--- config.mk ---
export PLATFORM = sky130hd
export DESIGN_NAME = sha1_quad_round
export DESIGN_NICKNAME = d
export VERILOG_FILES = /design/src/rtl/sha1q_pkg.sv /design/src/rtl/sha1q_boolfn.sv /design/src/rtl/sha1q_round.sv /design/src/rtl/sha1q_seq.sv /design/src/rtl/sha1_quad_round.sv
export SDC_FILE = /design/constraint.sdc
export NUM_CORES = 1
export LEC_CHECK = 0
export BUFFER_PORTS_ARGS = -buffer_cell sky130_fd_sc_hd__buf_2
export CORE_MARGIN = 2
export CORE_UTILIZATION = 30
export DETAILED_ROUTE_END_ITERATION = 12
export PLACE_DENSITY = 0.6
export SYNTH_ARGS = -nofsm -noshare
export SYNTH_HDL_FRONTEND = slang
export SYNTH_SLANG_ARGS = --single-unit
--- constraint.sdc ---
create_clock -name clk -period 5.45 [get_ports clk]
set_input_delay 0.8175 -clock clk [delete_from_list [all_inputs] [get_ports clk]]
set_output_delay 0.8175 -clock clk [all_outputs]
set_load 0.005 [all_outputs]
--- src/rtl/sha1q_pkg.sv ---
package sha1q_pkg;
   localparam int WORD_W = 32;
   localparam int LANES  = 4;
   localparam int DATA_W = WORD_W * LANES;

   typedef logic [WORD_W-1:0] word_t;

   typedef struct packed {
      word_t a;
      word_t b;
      word_t c;
      word_t d;
      word_t e;
   } wstate_t;

   function automatic word_t rotl(input word_t v, input int unsigned s);
      return (v << s) | (v >> (WORD_W - s));
   endfunction

   function automatic word_t round_const(input logic [1:0] sel);
      case (sel)
         2'd0:    return 32'h5A827999;
         2'd1:    return 32'h6ED9EBA1;
         2'd2:    return 32'h8F1BBCDC;
         default: return 32'hCA62C1D6;
      endcase
   endfunction
endpackage

--- src/rtl/sha1q_boolfn.sv ---
module sha1q_boolfn
   import sha1q_pkg::*;
(
   input  logic [1:0] sel,
   input  word_t      b,
   input  word_t      c,
   input  word_t      d,
   output word_t      f
);
   word_t f_choose, f_parity, f_major;

   assign f_choose = (b & c) ^ (~b & d);
   assign f_parity = b ^ c ^ d;
   assign f_major  = (b & c) ^ (b & d) ^ (c & d);

   always_comb begin
      case (sel)
         2'd0:    f = f_choose;
         2'd2:    f = f_major;
         default: f = f_parity;
      endcase
   end
endmodule

--- src/rtl/sha1q_round.sv ---
module sha1q_round
   import sha1q_pkg::*;
(
   input  logic [1:0] sel,
   input  word_t      w,
   input  wstate_t    cur,
   output wstate_t    nxt
);
   word_t mix;

   sha1q_boolfn u_fn (
      .sel (sel),
      .b   (cur.b),
      .c   (cur.c),
      .d   (cur.d),
      .f   (mix)
   );

   always_comb begin
      nxt.a = mix + rotl(cur.a, 5) + w + cur.e + round_const(sel);
      nxt.b = cur.a;
      nxt.c = rotl(cur.b, 30);
      nxt.d = cur.c;
      nxt.e = cur.d;
   end
endmodule

--- src/rtl/sha1q_seq.sv ---
module sha1q_seq #(
   parameter int STEPS = 4
) (
   input  logic clk,
   input  logic rst,
   input  logic start,
   output logic load,
   output logic busy,
   output logic done
);
   localparam int CW = (STEPS > 1) ? $clog2(STEPS) : 1;

   logic [CW-1:0] step_q;

   assign load = start && !busy;

   always_ff @(posedge clk) begin
      if (rst) begin
         busy   <= 1'b0;
         done   <= 1'b0;
         step_q <= '0;
      end else begin
         done <= 1'b0;
         if (load) begin
            busy   <= 1'b1;
            step_q <= '0;
         end else if (busy) begin
            if (step_q == CW'(STEPS - 1)) begin
               busy   <= 1'b0;
               done   <= 1'b1;
               step_q <= '0;
            end else begin
               step_q <= step_q + 1'b1;
            end
         end
      end
   end
endmodule

--- src/rtl/sha1_quad_round.sv ---
module sha1_quad_round
   import sha1q_pkg::*;
#(
   parameter int CTRL_W      = 8,
   parameter int RND_PER_CLK = 1
) (
   input  logic              clk,
   input  logic              rst,
   input  logic              start_i,
   input  logic [CTRL_W-1:0] ctrl_i,
   input  logic [127:0]      state_i,
   input  logic [127:0]      msg_i,
   output logic              busy_o,
   output logic              done_o,
   output logic [127:0]      state_o
);
   localparam int NUM_ROUNDS = LANES;
   localparam int STEPS      = NUM_ROUNDS / RND_PER_CLK;

   generate
      if (CTRL_W < 2) begin : g_bad_ctrl
         $error("CTRL_W must be at least 2");
      end
      if (RND_PER_CLK < 1 || (NUM_ROUNDS % RND_PER_CLK) != 0) begin : g_bad_rpc
         $error("RND_PER_CLK must divide the round count");
      end
      if (DATA_W != 128) begin : g_bad_width
         $error("packed operand width must be 128");
      end
      if (CTRL_W > 2) begin : g_ctrl_hi
         logic unused_ctrl_hi;
         assign unused_ctrl_hi = ^ctrl_i[CTRL_W-1:2];
      end
   endgenerate

   logic              load;
   wstate_t           st_q;
   logic [DATA_W-1:0] msg_q;
   logic [1:0]        sel_q;
   wstate_t           chain [RND_PER_CLK+1];

   sha1q_seq #(.STEPS(STEPS)) u_seq (
      .clk   (clk),
      .rst   (rst),
      .start (start_i),
      .load  (load),
      .busy  (busy_o),
      .done  (done_o)
   );

   assign chain[0] = st_q;

   generate
      for (genvar k = 0; k < RND_PER_CLK; k++) begin : g_rnd
         sha1q_round u_rnd (
            .sel (sel_q),
            .w   (msg_q[DATA_W-1-k*WORD_W -: WORD_W]),
            .cur (chain[k]),
            .nxt (chain[k+1])
         );
      end
   endgenerate

   always_ff @(posedge clk) begin
      if (rst) begin
         st_q  <= '0;
         msg_q <= '0;
         sel_q <= '0;
      end else if (load) begin
         st_q.a <= state_i[127:96];
         st_q.b <= state_i[95:64];
         st_q.c <= state_i[63:32];
         st_q.d <= state_i[31:0];
         st_q.e <= '0;
         msg_q  <= msg_i;
         sel_q  <= ctrl_i[1:0];
      end else if (busy_o) begin
         st_q  <= chain[RND_PER_CLK];
         msg_q <= msg_q << (WORD_W * RND_PER_CLK);
      end
   end

   assign state_o = {st_q.d, st_q.c, st_q.b, st_q.a};
endmodule

==> impl_metrics.ini <==
[run_status]
status = finished, final reports clean

[sta]
tightest_slew_ns = 1.05
slew_headroom = 0.298
final_max_slew_viol_count = 0
fmax_mhz = 210
fin_worst_skew_ns = 0.0277
final_hold_viol_count = 0
finalCriticalPeriod_ns = 4.77
rsz0062_at_grt = false
tns_ns = 0
timing.final.crit_share = 0.876
hold_ws_ns = 0.475
finalSetupViolCount = 0
setup_ws_ns = 0.677

[yosys]
netlist.area_leader.share = 0.310
synth-edff-count = 0
synth-seq-cells = 294
yosysWarnings = 0
yosysSeqAreaShare = 0.310
synthesis.area_sq_mm = 0.0190
syn-num-nets = 2698
async_reset_ff_frac = 0
avgSynthCellArea_sq_um = 8.38
ys.flop_type = dfxtp_1
synth_largest_area_cell = dfxtp_1
syn_inst = 2267
ys_top_cells_by_area = dfxtp_1 (31%), fa_1 (13%), mux2i_1 (10%)
synth_cell_type_count = 56

[floorplanning]
die_w_um = 256
rows = 92
chipHeight_um = 256
ioPinCount = 397
die_area_sq_mm = 0.0653
core_area_sq_mm = 0.0629
start_util = 0.302

[placement]
placed_area_sq_mm = 0.0207
gp_congestion = 0.862
place_ws_ns = 0.677
hpwl_mm = 47.2
numPortBuffers = 390

[pwr]
worst_ir_drop_vdd_mv = 0.194
power.total_mw = 9.32
p_per_area_mw_per_mm2 = 423
p_leak_nw = 9.89

[clock_network]
ctsHoldBuffers = 0
cts_tree = done
clock_path_buffers = 3
cts_inserted_buffers = 39
post_cts.resized_instances = 0
htree_num_levels = 2
postCtsSetupBuffers = 0
cts-root-buf = clkbuf_16
clkTransAtPathRegs_ns = 0.06
clock-sinks = 294
clk_latency_ns = 0.58

[drt]
wire_per_inst_um = 18.7
via_per_inst = 4.61
dr.pass1.iters = 5
drt-initial-drc-count = 860
vias = 15390
drcViolationCount = 0
ant_nets = 0
routed_wirelength_mm = 62.4

[worst_setup_path]
crit_path_max_fanout = 12
slowest_stage = fa_1
endpoint_kind = register
slowest_delay_ns = 0.46
critical_path_class = register to register
cpMostUsedCell = inv_1
path_cells = inv_1 > ha_1 > buf_4 > inv_1 > buf_4 > o22ai_1 > a21oi_1 > fa_1 > inv_1 > ha_1 > inv_1 > fa_1 > nor2b_1 > o211a_1 > o21ai_0 > a21oi_1 > o21ai_0 > and3_1 > o32ai_1
arrival_ns = 5.24
required_ns = 5.92
crit_path_start_kind = register

[hold_path]
hold_path_class = primary input to register

[grt]
grt_pass1_vias = 14925
grt_pass1_wl_mm = 93.7
grt_usage = 0.188
grt_max_degree = 202
grt-ovfl-total = 0
antenna_found_initial = 22

[cells_and_area]
num-nets-final = 2886
synthToLayoutAreaGrowth_pct = 16.1
fin_area_sq_mm = 0.0220
drive_gt1_frac = 0.198

[job]
cap_violations = 0
critical path, delay by kind of cell, from the launching register on:
family,cells,cell delay (ns)
compound gates,7,1.69
fa+ha+maj,4,1.39
buf+inv,6,0.77
flops,1,0.42
simple gates,2,0.38
registers in the layout (all words and copies together), names as in the netlist:
register and flops:
chain 32, msg_q 128, sel_q 2, state_o 128
u_seq.busy 1, u_seq.step_q 2, u_seq.done 1
final cells by class:
type	instances	area (sq um)
diodes	8	20.0
clock buffers	56	1130
clock inverters	15	175
fillers	6648	40800
inverters	309	1160
multi-input cells	1398	10400
flip-flops and latches	294	5890
well taps	846	1060
repair buffers	413	2190
cells by family after synthesis:
family,Yosys count,share of synthesized area
xor+xnor,31,0.0143
compound gates,504,0.171
flops,294,0.310
mux,191,0.101
buf+inv,575,0.142
fa+ha+maj,164,0.155
simple gates,508,0.106
layout by cell type, fill, tap and decap left out, types with 35 or more instances in the layout:
cell	synthesis	final
dfxtp_1	294	293
nand2_1	63	63
o21ai_0	49	49
a211oi_1	209	209
fa_1	120	120
clkbuf_16	0	39
a21oi_1	166	166
mux2i_1	189	189
o22ai_1	35	35
buf_2	10	388
ha_1	44	44
inv_1	309	309
nor2_1	401	401
cell usage after synthesis (all sizes together), types with 6 or more instances:
cell / number
nor2b: 9
inv: 309
nor2: 401
xor2: 15
or2: 6
o21ai: 49
buf: 164
dfxtp: 294
o221ai: 8
nand2b: 7
ha: 44
a21o: 8
a21oi: 166
fa: 120
clkbuf: 100
nand2: 63
xnor2: 16
o22ai: 35
a211oi: 209
mux2i: 189
metrics by stage:
stage / util / instances
after floorplan: - / 2267
after global placement: 0.330 / 3260
after detailed placement: 0.330 / 3260
after CTS: 0.350 / 3331
after global routing: 0.351 / 3336
final: 0.351 / 3339
worst paths after layout:
| kind | depth (start not counted) | slack (ns) | startpoint | end |
|---|---|---|---|---|
| max | 19 | 0.68 | sel_q[0]$_SDFFE_PP0P_ | state_o[31]$_SDFFE_PP0P_ |
| max reg2reg | 19 | 0.68 | sel_q[0]$_SDFFE_PP0P_ | state_o[31]$_SDFFE_PP0P_ |
| min | 3 | 0.47 | msg_i[16] | msg_q[16]$_SDFFE_PP0P_ |
| min reg2reg | 2 | 0.49 | msg_q[68]$_SDFFE_PP0P_ | msg_q[100]$_SDFFE_PP0P_ |
where the power goes:
part | switching, mW | total [mW] | internal, mW
logic | 2.48 | 4.09 | 1.61
clock network | 1.08 | 2.64 | 1.56
registers | 0.218 | 2.59 | 2.37
routing by layer:
layer  track usage  vias to the layer above  wire length (um)
met5             0                        -               133
met4        0.0526                       22              1410
met3        0.0526                       86              4270
met2         0.290                      402             27400
met1         0.256                     7090             29200
li1              -                     7790                 -
(Power assumes the default switching activity.)
